### src/rtl/cpwm_pkg.sv
`timescale 1ns/1ps
package cpwm_pkg;

    // Dead-band source select; encoding matches the db_mode port.
    typedef enum logic {
        DB_EDGE_DELAY = 1'b0,
        DB_CMP_OFFSET = 1'b1
    } db_mode_e;

    // One sample of the two gate lines.
    typedef struct packed {
        logic a;
        logic b;
    } gate_pair_t;

    // Choose the gate pair for the active dead-band mode.
    function automatic gate_pair_t pick_pair(db_mode_e m, gate_pair_t offs, gate_pair_t dly);
        return (m == DB_CMP_OFFSET) ? offs : dly;
    endfunction

endpackage

### src/rtl/cpwm_timebase.sv
`timescale 1ns/1ps
module cpwm_timebase #(
    parameter int CNT_W = 16
) (
    input  logic             clk,
    input  logic             rst,
    input  logic             en,
    input  logic [CNT_W-1:0] per_sh,
    output logic [CNT_W-1:0] cnt,
    output logic [CNT_W-1:0] per_q,
    output logic             dir_up,
    output logic             reload
);

    logic at_zero;
    logic [CNT_W-1:0] lim;

    assign at_zero = (cnt == '0);
    assign reload  = !en || at_zero;
    // At zero the incoming period already governs the next ramp.
    assign lim     = at_zero ? per_sh : per_q;

    always_ff @(posedge clk) begin
        if (rst || !en) begin
            cnt    <= '0;
            dir_up <= 1'b1;
            per_q  <= per_sh;
        end else begin
            if (at_zero) per_q <= per_sh;
            if (lim == '0) begin
                cnt    <= '0;
                dir_up <= 1'b1;
            end else if (at_zero) begin
                cnt    <= CNT_W'(1);
                dir_up <= 1'b1;
            end else if (dir_up && cnt >= lim) begin
                cnt    <= cnt - 1'b1;
                dir_up <= 1'b0;
            end else if (dir_up) begin
                cnt    <= cnt + 1'b1;
            end else begin
                cnt    <= cnt - 1'b1;
            end
        end
    end


    cnt_in_range_chk: assert property (@(posedge clk) disable iff (rst)
        en |-> cnt <= per_q);


    peak_turn_chk: assert property (@(posedge clk) disable iff (rst)
        (en && dir_up && cnt == per_q && cnt != '0) |=> (!dir_up || cnt == '0));

endmodule

### src/rtl/cpwm_action.sv
`timescale 1ns/1ps
module cpwm_action #(
    parameter int CNT_W = 16,
    parameter bit INV   = 1'b0
) (
    input  logic             clk,
    input  logic             rst,
    input  logic             en,
    input  logic [CNT_W-1:0] cnt,
    input  logic             dir_up,
    input  logic [CNT_W-1:0] per,
    input  logic [CNT_W-1:0] cmp,
    output logic             o
);

    // lvl is the non-inverted waveform: high around zero, low around the peak.
    logic lvl;
    logic lo_force;
    logic hi_force;

    assign lo_force = (cmp == '0);
    assign hi_force = (cmp >= per);

    always_comb begin
        if (lo_force)          lvl = 1'b0;
        else if (hi_force)     lvl = 1'b1;
        else if (cnt == '0)    lvl = 1'b1;
        else if (cnt == cmp)   lvl = !dir_up;
        else                   lvl = o ^ INV;
    end

    always_ff @(posedge clk) begin
        if (rst || !en) o <= 1'b0;
        else            o <= lvl ^ INV;
    end


    cmp_zero_level_chk: assert property (@(posedge clk) disable iff (rst)
        (en && cmp == '0) |=> (o == INV));


    cmp_top_level_chk: assert property (@(posedge clk) disable iff (rst)
        (en && cmp != '0 && cmp >= per) |=> (o != INV));

endmodule

### src/rtl/cpwm_edge_delay.sv
`timescale 1ns/1ps
module cpwm_edge_delay #(
    parameter int DLY_W = 8
) (
    input  logic             clk,
    input  logic             rst,
    input  logic             en,
    input  logic             x,
    input  logic [DLY_W-1:0] dly,
    output logic             y
);

    // Number of cycles x has already been high before this one (saturating).
    logic [DLY_W-1:0] run;

    always_ff @(posedge clk) begin
        if (rst || !en || !x) run <= '0;
        else if (run != '1)   run <= run + 1'b1;
    end

    assign y = x && (run >= dly);


    delayed_rise_chk: assert property (@(posedge clk) disable iff (rst)
        (en && dly != '0 && $rose(y)) |-> $past(x));

endmodule

### src/rtl/cpwm_pair_gen.sv
`timescale 1ns/1ps
module cpwm_pair_gen
    import cpwm_pkg::*;
#(
    parameter int CNT_W = 16,
    parameter int DLY_W = 8
) (
    input  logic             clk,
    input  logic             rst,
    input  logic             en,
    input  logic             db_mode,
    input  logic [CNT_W-1:0] period,
    input  logic [CNT_W-1:0] cmp_a,
    input  logic [CNT_W-1:0] cmp_b,
    input  logic [DLY_W-1:0] rise_dly,
    input  logic [DLY_W-1:0] fall_dly,
    output logic             gate_a,
    output logic             gate_b,
    output logic             count_up
);

    localparam int NCH = 2;

    logic [CNT_W-1:0] cnt;
    logic [CNT_W-1:0] per_q;
    logic             dir_up;
    logic             reload;

    logic [CNT_W-1:0] cmp_q [NCH];
    logic [DLY_W-1:0] red_q;
    logic [DLY_W-1:0] fed_q;
    db_mode_e         mode_q;
    db_mode_e         mode_d;

    logic [NCH-1:0]   act;
    logic             dly_a;
    logic             dly_b;
    gate_pair_t       nxt;
    gate_pair_t       gq;

    cpwm_timebase #(.CNT_W(CNT_W)) u_tb (
        .clk    (clk),
        .rst    (rst),
        .en     (en),
        .per_sh (period),
        .cnt    (cnt),
        .per_q  (per_q),
        .dir_up (dir_up),
        .reload (reload)
    );

    // Active copies follow the inputs only at counter zero or while idle.
    always_ff @(posedge clk) begin
        if (rst || reload) begin
            cmp_q[0] <= cmp_a;
            cmp_q[1] <= cmp_b;
            red_q    <= rise_dly;
            fed_q    <= fall_dly;
            mode_q   <= db_mode_e'(db_mode);
        end
    end

    // Channel 0 clears on up-match; channel 1 runs the reversed actions.
    for (genvar ch = 0; ch < NCH; ch++) begin : g_ch
        cpwm_action #(.CNT_W(CNT_W), .INV(ch == 1)) u_act (
            .clk    (clk),
            .rst    (rst),
            .en     (en),
            .cnt    (cnt),
            .dir_up (dir_up),
            .per    (per_q),
            .cmp    (cmp_q[ch]),
            .o      (act[ch])
        );
    end

    cpwm_edge_delay #(.DLY_W(DLY_W)) u_dly_rise (
        .clk (clk),
        .rst (rst),
        .en  (en),
        .x   (act[0]),
        .dly (red_q),
        .y   (dly_a)
    );

    cpwm_edge_delay #(.DLY_W(DLY_W)) u_dly_fall (
        .clk (clk),
        .rst (rst),
        .en  (en),
        .x   (!act[0]),
        .dly (fed_q),
        .y   (dly_b)
    );

    assign nxt = pick_pair(mode_q, '{a: act[0], b: act[1]}, '{a: dly_a, b: dly_b});

    always_ff @(posedge clk) begin
        if (rst || !en) gq <= '0;
        else            gq <= nxt;
        mode_d <= mode_q;
    end

    assign gate_a   = gq.a;
    assign gate_b   = gq.b;
    assign count_up = dir_up;


    idle_low_chk: assert property (@(posedge clk) disable iff (rst)
        !en |=> (!gate_a && !gate_b));


    no_overlap_chk: assert property (@(posedge clk) disable iff (rst)
        (mode_d == DB_EDGE_DELAY) |-> !(gate_a && gate_b));


    shadow_hold_chk: assert property (@(posedge clk) disable iff (rst)
        (en && cnt != '0) |=> ($stable(cmp_q[0]) && $stable(cmp_q[1]) && $stable(mode_q)));

endmodule

### config.mk
export PLATFORM = sky130hd
export DESIGN_NAME = cpwm_pair_gen
export DESIGN_NICKNAME = d
export VERILOG_FILES = /design/src/rtl/cpwm_pkg.sv /design/src/rtl/cpwm_timebase.sv /design/src/rtl/cpwm_action.sv /design/src/rtl/cpwm_edge_delay.sv /design/src/rtl/cpwm_pair_gen.sv
export SDC_FILE = /design/constraint.sdc
export NUM_CORES = 1
export LEC_CHECK = 0
export CAP_MARGIN = 25
export CORE_MARGIN = 2
export CORE_UTILIZATION = 50
export DETAILED_ROUTE_END_ITERATION = 10
export PLACE_DENSITY = 0.72
export SLEW_MARGIN = 10
export SYNTH_ARGS = -nofsm -noshare
export SYNTH_HDL_FRONTEND = slang
export SYNTH_HIERARCHICAL = 1
export SYNTH_SLANG_ARGS = --single-unit
### constraint.sdc
create_clock -name clk -period 11.5 [get_ports clk]
set_clock_uncertainty 0.1 [all_clocks]
set_input_delay 1.15 -clock clk [delete_from_list [all_inputs] [get_ports clk]]
set_output_delay 1.15 -clock clk [all_outputs]
set_load 0.01 [all_outputs]
==> impl_summary.md, run 1 <==
Outcome
The flow ran to the end, and the final reports show no timing, DRC or antenna violations.

Clocking
In this run the deepest clock path goes through 2 buffers. The master cell of the clock root buffer is clkbuf_16. After clock tree synthesis, the setup repair step added 0 buffers. The clock transition at the register clock pins on the worst setup and hold paths after CTS is 0.07 ns.

After clock tree synthesis, the flow added hold-fix buffers numbering 0. The number of gates resized after CTS is 0. The number of buffers added by the clock tree synthesis step is 9. The latest clock arrival within the worst-skew pair is 0.35 ns.

The clock net sink count is 102. The H-tree generated during clock tree synthesis spans 3 levels. The CTS tree is yes.

Setup path
The worst setup path is launched from a flop. The maximum fanout along the worst path is 22. The origin of the worst setup path is u_tb/cnt[0]. At the worst endpoint, the required time is 11.68 ns.

The destination of the worst register-to-register timing path is u_tb/cnt[10]. For the worst setup path, the data arrival time is 5.17 ns. The setup path with the least slack is of type reg2reg.

The worst register-to-register path has a setup slack of 6.51 ns. The critical register-to-register path startpoint is u_tb/cnt[0]. For the worst flop-to-flop path, the logic depth is 14. The worst setup path is captured at a flop.

Routing
The routed layout has 5,188 vias. After the first detailed-routing iteration, the DRC count stood at 483. For this run, design rule violations remaining after detail routing come to 0.

The average wire per cell in the routed design is 19.0 um. The number of optimization iterations in the first detailed-route pass is 6. Dividing the detail-routed via count by the number of cells gives 6.05.

After detailed routing, the total wire length is 16.3 mm. The number of nets with antenna violations after routing is 0.

Synthesis
After synthesis, the share of flip-flops with an asynchronous set or reset is 0%. For this run, the register share of the synthesized area comes to 40.3%. The cell area that synthesis handed to floorplanning was 6290 sq um. After synthesis, the netlist uses 69 different library cells.

The number of nets handed over by synthesis was 746. The number of synthesis warnings is 6. Counting flops and latches in the post-synthesis netlist gives 102.

The number of enable flip-flop cells after synthesis is 49. Dividing the synthesized area by the synthesized cell count gives 10.3 sq um. For this run, the leading register cell type out of synthesis is dfxtp_1. After technology mapping, the gate count stands at 610.

Floorplanning
In this run the vertical extent of the chip is 116 um. The die is 116 um wide. The floorplan row count is 40. After floorplanning, the core was sized to cover 12,200 sq um. The I/O pin total is 71.

The total die area is 13,500 sq um. Once the floorplan was initialized, standard cells occupied 51.7% of the core.

STA
The slew of the pin with the lowest slew margin is 0.838 ns. The sum of negative setup slack is 0 ns. The count of final max-slew check failures is 0. Setup violations remaining at the end of the flow were counted as 0. The number of hold violations in the final report came to 0. The worst pin sits at a relative slew slack of 44.0%. The final clock period utilization by the worst path is 43.4%.

Derived from the worst setup path, the maximum achievable clock frequency is 0.200 GHz. Setup repair after global routing left no endpoint under its margin. The worst path needs 4.99 ns of the cycle, external delays included. The final-layout worst hold slack is 0.457 ns.

Global route
The initial antenna violation count came to 0. Entering global routing, the biggest net connects 28 pins. Across every metal layer, demand over resource in global routing totals 25.4%.

The number of global-route vias before repair is 5,257. The first-pass GRT wire length is 26.4 mm. The total overflow reported by the global router is 0.

Cells and area
The layout overhead on the synthesized area is 19.2%. The final non-filler cell total is 857. 0 antenna diodes ended up in the layout. The fraction of final layout cells with drive strength greater than 1 is 8.42%. The final design utilization is 61.6%. The net count reported at finish is 820. After routing the design area is 7490 sq um.

Placed design
The final weighted congestion in routability-driven placement is 0.913. Input and output buffers added on the ports amount to 70. The total cell area at the placement stage is 7180 sq um. Once detailed placement completed, the half-perimeter wirelength came to 12.0 mm. The number of instances in the placed design is 841.

Min path
In this run the worst hold path is classified as reg2reg. For hold timing, the worst endpoint is u_dly_rise/run[2]. Counting instances, the worst hold path has a depth of 2. The worst hold path begins at u_dly_rise/run[2].

Run
Max-cap violations in this run came to 0.

Pwr
The analysis attributes to cell leakage a power of 3.12 nW. The maximum VDD drop is 0.0000850 V. Dividing total power by cell area gives a power density of 113 nW/um^2.
==> registers in the layout, summed over array words and instances, names as in the netlist, 2 cells and up <==
register,flops
cmp_q,32
u_tb/cnt,16
u_tb/per_q,16
fed_q,8
red_q,8
u_dly_fall/run,8
u_dly_rise/run,8
g_ch.u_act/o,2
==> where the power goes <==
part / internal (W) / leakage [nW] / total (W) / switching [W]
Clock: 0.000191 / 0.151 / 0.000321 / 0.000130
Sequential: 0.000398 / 0.949 / 0.000419 / 0.0000215
Combinational: 0.0000573 / 2.02 / 0.000104 / 0.0000465
Total: 0.000646 / 3.12 / 0.000844 / 0.000198
==> cells in the mapped netlist, types with 3 or more instances <==
cell       count  area share (%)
a211oi_1       8            0.96
a21o_1         3            0.36
a21oi_1       27             2.1
a221oi_1       9             1.3
a2bb2oi_1      4            0.56
a31oi_1        7            0.70
and2_1         5            0.50
and3_1        11             1.1
and3b_1        3            0.42
buf_2          7            0.56
dfxtp_1       53              17
edfxtp_1      49              23
ha_1          68              14
inv_1         58             3.5
mux2_2        17             3.0
mux2i_1       21             3.3
nand2_1       17             1.0
nand2b_1       8            0.80
nand3_1        9            0.72
nand3b_1       4            0.48
nand4_1       24             2.4
nor2_1        38             2.3
nor2b_1        4            0.40
nor3_1        14             1.1
nor4_1        25             2.5
nor4_2         3            0.60
o211ai_1       4            0.48
o21a_1         6            0.72
o21ai_0        8            0.64
o221ai_1       3            0.42
o22a_1         5            0.70
or2_2          5            0.50
xnor2_1       34             4.7
==> kinds of logic after synthesis <==
kind of cell               count (synthesis)  share of synthesized area, %
and+or+nand+nor                          189                          18.0
AOI/OAI and AO/OA                        109                          12.7
DFF                                      102                          40.3
buffers and inverters                     69                          4.32
adders and majority gates                 68                          13.5
muxes                                     38                          6.39
xor gates and xnor gates                  35                          4.87
==> critical path, stage by stage, from the launching register on <==
cell     delay, ns
dfxtp_1       0.47
inv_1         0.18
ha_1          0.25
or4b_2        0.65
nor4_4        0.16
buf_4         0.34
mux2i_1       0.15
ha_1          0.33
nand4_1       0.17
nor4_1        0.42
a32oi_1       0.22
a31oi_2       0.74
inv_2         0.29
o22a_1        0.28
a21oi_1       0.14
==> routing by layer <==
metal  global-route usage (%)  share of wire [%]
met5                        0                  0
met4                     11.2                2.4
met3                     4.41                7.9
met2                     42.8                 48
met1                     32.3                 42
==> metrics by stage <==
stage               setup slack, ns  power (W)
floorplan                      7.33   0.000479
global placement               6.63   0.000523
detailed placement             6.70   0.000529
CTS                            6.65   0.000850
global route                   6.24   0.000877
finish                         6.51   0.000844
==> how the worst max path moves through the flow <==
| stage | endpoint | slack [ns] | cells after the start |
|---|---|---|---|
| after floorplan | u_tb/cnt[2] | 7.33 | 16 |
| after global placement | u_tb/cnt[5] | 6.63 | 13 |
| after detailed placement | u_tb/cnt[10] | 6.70 | 14 |
| after CTS | u_tb/cnt[10] | 6.65 | 14 |
| after global routing | u_tb/cnt[2] | 6.24 | 14 |
| final | u_tb/cnt[10] | 6.51 | 14 |
==> cell usage in the layout, fill, tap and decap left out, types with 3 or more instances in the layout <==
master,Yosys,routed
a211oi_1,8,8
dfxtp_1,53,53
mux2_2,17,17
and3_1,11,11
nor4_2,3,3
nand2_1,17,17
o21ai_0,8,8
nor2_1,38,38
nand4_1,24,24
clkbuf_1,2,3
nand3b_1,4,4
o221ai_1,3,3
and2_1,5,5
a221oi_1,9,9
edfxtp_1,49,49
nor4_1,25,25
or2_2,5,5
mux2i_1,21,21
nor3_1,14,14
inv_1,58,58
xnor2_1,34,34
o211ai_1,4,4
nand2b_1,8,8
ha_1,68,68
a31oi_1,7,7
a2bb2oi_1,4,4
a21o_1,3,3
nand3_1,9,9
clkbuf_16,0,9
clkdlybuf4s50_1,0,70
o21a_1,6,6
and3b_1,3,3
nor2b_1,4,4
o22a_1,5,5
a21oi_1,27,27
==> area by class of cell <==
cell class	instances	area (sq um)
well taps	168	210
clock buffers	12	236
fillers	986	4670
clock inverters	4	73.8
repair buffers	73	736
inverters	59	221
flip-flops and latches	102	2530
multi-input cells	439	3480
No activity file was read; power rests on OpenSTA's default activity.
==> run 2: changes to the inputs <==
Settings changed: PLACE_DENSITY 0.72 to 0.75.
Clock period 11.5 ns to 4.4 ns, I/O delays scaled along.
==> run 2 against run 1 <==
Effect of this change: sequential share of layout area is 0.44 points lower; non-clock buffer count is 17 higher; sequential power increased to 2.6 times the previous value; clock power increased by 140%; largest cell class unchanged; highest routed layer unchanged.
==> impl_summary.md, run 2 (synthesized netlist as in run 1, its figures left out) <==
Floorplanning
Once the floorplan was initialized, standard cells occupied 51.7% of the core. The I/O pin total is 71. The floorplan step defined a die boundary enclosing 13,500 sq um. From bottom edge to top edge, the die measures 116 um. The die is 116 um wide.

The core region is 12,200 sq um. After floorplanning, the core was divided into 40 placement rows.

STA
In this run the tightest slew margin relative to its limit is 51.4%. Summed over all failing endpoints, the final setup total negative slack is 0 ns. The shortest clock period the worst path allows after layout is 4.11 ns. The slew of the pin with the lowest slew margin is 0.728 ns. The count of final max-slew check failures is 0. Across all setup checks in the final design, the least slack found is 0.291 ns. Setup violations remaining at the end of the flow were counted as 0.

Based on the critical path, the design can be clocked at up to 0.243 GHz. The final clock period utilization by the worst path is 93.4%. Setup repair after global routing left no endpoint under its margin. The number of hold violations in the final report came to 0. The final-layout worst hold slack is 0.460 ns.

Setup path
Measured in cells, the most critical reg-to-reg path has a length of 13. Of all nets on the critical path, the largest fanout is 14. The start-to-end type of the worst setup path is reg2reg. The destination of the worst register-to-register timing path is u_tb/cnt[6]. In this design, the stage delay of the slowest critical-path cell is 0.66 ns. The origin of the worst setup path is u_tb/cnt[0]. The startpoint identified for the worst register-to-register timing path is u_tb/cnt[0]. For the worst setup path, the data required time is 4.53 ns. The type of origin of the critical path is a flop. Traced cell by cell, the critical path runs through inv_1, ha_1, or4b_2, nor4_4, mux2_2, ha_1, nand2b_1, a2111o_1, a32oi_1, a31oi_2, buf_4, a221oi_1, a21oi_1. The slowest stage of the critical path belongs to the cell or4b_2. For the worst setup path, the data arrival time is 4.24 ns. The register-to-register setup slack is 0.29 ns.

The kind of capture point of the worst setup path is a flop. The capturing instance or port of the critical path is u_tb/cnt[6]. The most common cell type on the critical path is ha_1.

Global route
The initial antenna violation count came to 0. The number of global-route vias before repair is 5,298. The total overflow reported by the global router is 0. The first-pass GRT wire length is 26.7 mm. The largest net degree at the start of global routing is 28. Global routing used 25.9% of the available tracks across all layers.

Clocking
The clock net sink count is 102. In this run the number of H-tree levels came out at 3. The CTS tree is yes. The number of buffers on the longest clock path is 2. The latest clock arrival within the worst-skew pair is 0.36 ns. After clock tree synthesis, the flow added hold-fix buffers numbering 0. The root buffer cell chosen for the clock tree is clkbuf_16. In this run, CTS created clock tree buffers numbering 9.

The buffer count from post-CTS setup fixing is 0. The clock transition at the register clock pins on the worst setup and hold paths after CTS is 0.07 ns.

Cells and area
The number of flip-flops in the largest register is 32. The number of antenna diodes in the final layout is 0. Ranked by flip-flop count, first place goes to cmp_q. Leaving out fill and tap cells, the most frequent cells in the layout are clkdlybuf4s50_1 (70), ha_1 (68), inv_1 (58), dfxtp_1 (53), edfxtp_1 (49). From synthesis to final layout, the design area changed by 20.8%. The largest registers in the layout are cmp_q x32, u_tb/cnt x16, u_tb/per_q x16. The filler cells instantiated in the layout total 1,008.

The fraction of final layout cells with drive strength greater than 1 is 10.8%. The net count reported at finish is 837. The leading cell type in the layout, fill and taps excluded is clkdlybuf4s50_1.

Placed design
Routability-driven placement finished with a final weighted congestion of 0.887. The worst setup timing slack at the placement stage is 0.345 ns. Summed over all nets, the half-perimeter wirelength after detailed placement is 12.5 mm.

The number of port buffers is 70.

Run
Max-cap violations in this run came to 0.

Pwr
Combinational logic is responsible for 12.9% of the overall power. The relative contribution of the clock network to total power is 36.4%. Dividing total power by cell area gives a power density of 283 nW/um^2. Summing internal, switching and leakage power gives 0.00215 W. The internal power contribution is 0.00163 W. The leakage dissipation is 3.20 nW.

The net switching power is 0.000518 W. The switching fraction of total power is 24.1%. Sequential cells account for 50.7% of the total power. VDD sags by at most 0.000240 V.

Routing
The average wire per cell in the routed design is 19.3 um. The number of vias per cell is 6.06. The count of nets left with antenna violations once routing finished came out at 0. The DRC violation count after routing is 0. The number of optimization iterations in the first detailed-route pass is 6. For this block, the initial DRC count from the detailed router was 450.

The number of vias in the routed layout is 5,296. For this block, the routed nets add up to 16.9 mm of wire.

Min path
The min-delay analysis places its worst path in the category reg2reg.

Outcome
The run finished with clean final reports.
-- run 2: cell types whose count changed in the layout (fill, tap and decap cells not counted), sizes merged --
cell | before | now
buf | 3 | 20
inv | 59 | 61
bufinv | 2 | 1
clkbuf | 12 | 11
-- run 2: per-stage QoR --
step | utilization, % | area, sq um | cells
2_1_floorplan | - | 6290 | 610
3_3_place_gp | 60.0 | 7300 | 858
3_5_place_dp | 60.0 | 7300 | 858
4_1_cts | 62.4 | 7590 | 874
5_1_grt | 62.4 | 7590 | 874
6_report | 62.4 | 7590 | 874
-- run 2: cell type report --
class / count / area (sq um) / share of cell area [%]
flip-flops and latches: 102 / 2530 / 33.3
multi-input cells: 439 / 3480 / 45.9
well taps: 168 / 210 / 2.77
clock buffers: 11 / 233 / 3.06
clock inverters: 5 / 57.6 / 0.758
repair buffers: 90 / 855 / 11.3
inverters: 59 / 221 / 2.92
-- run 2: critical path: cells and delay by family (launching register included) --
| family | cells | cell delay [ns] |
|---|---|---|
| buf+inv | 2 | 0.30 |
| flops | 1 | 0.31 |
| mux | 1 | 0.38 |
| simple gates | 3 | 1.06 |
| fa+ha+maj | 2 | 0.51 |
| compound gates | 5 | 1.30 |
-- run 2: worst min path at each step --
stage / start / to / slack, ns / depth (start not counted)
after floorplan: g_ch[1].u_act/o / gate_b / 0.36 / 2
after global placement: g_ch[1].u_act/o / gate_b / 0.45 / 2
after detailed placement: g_ch[1].u_act/o / gate_b / 0.45 / 2
after CTS: g_ch[1].u_act/o / gate_b / 0.47 / 2
after global routing: g_ch[1].u_act/o / gate_b / 0.47 / 2
final: g_ch[1].u_act/o / gate_b / 0.46 / 2
-- run 2: metal layers --
metal	part of all wire (%)	vias up	global-route usage, %
met4	2.0	0	9.29
met2	48	256	43.8
met5	0	-	0
met3	7.9	35	5.14
met1	42	2515	33.3
li1	-	2490	-
-- run 2: power groups by stage --
stage	Clock, W	Sequential (W)	Combinational, W
6_report	0.000783	0.00109	0.000277
5_1_grt	0.000840	0.00110	0.000307
4_1_cts	0.000797	0.00109	0.000273
3_5_place_dp	0	0.00111	0.000271
3_3_place_gp	0	0.00111	0.000257
2_1_floorplan	0	0.00109	0.000162
-- run 2: what timing repair did --
item,CTS,global route
endpoints found under the setup margin,0,1
gates resized for setup,0,1
hold endpoints to repair,0,0
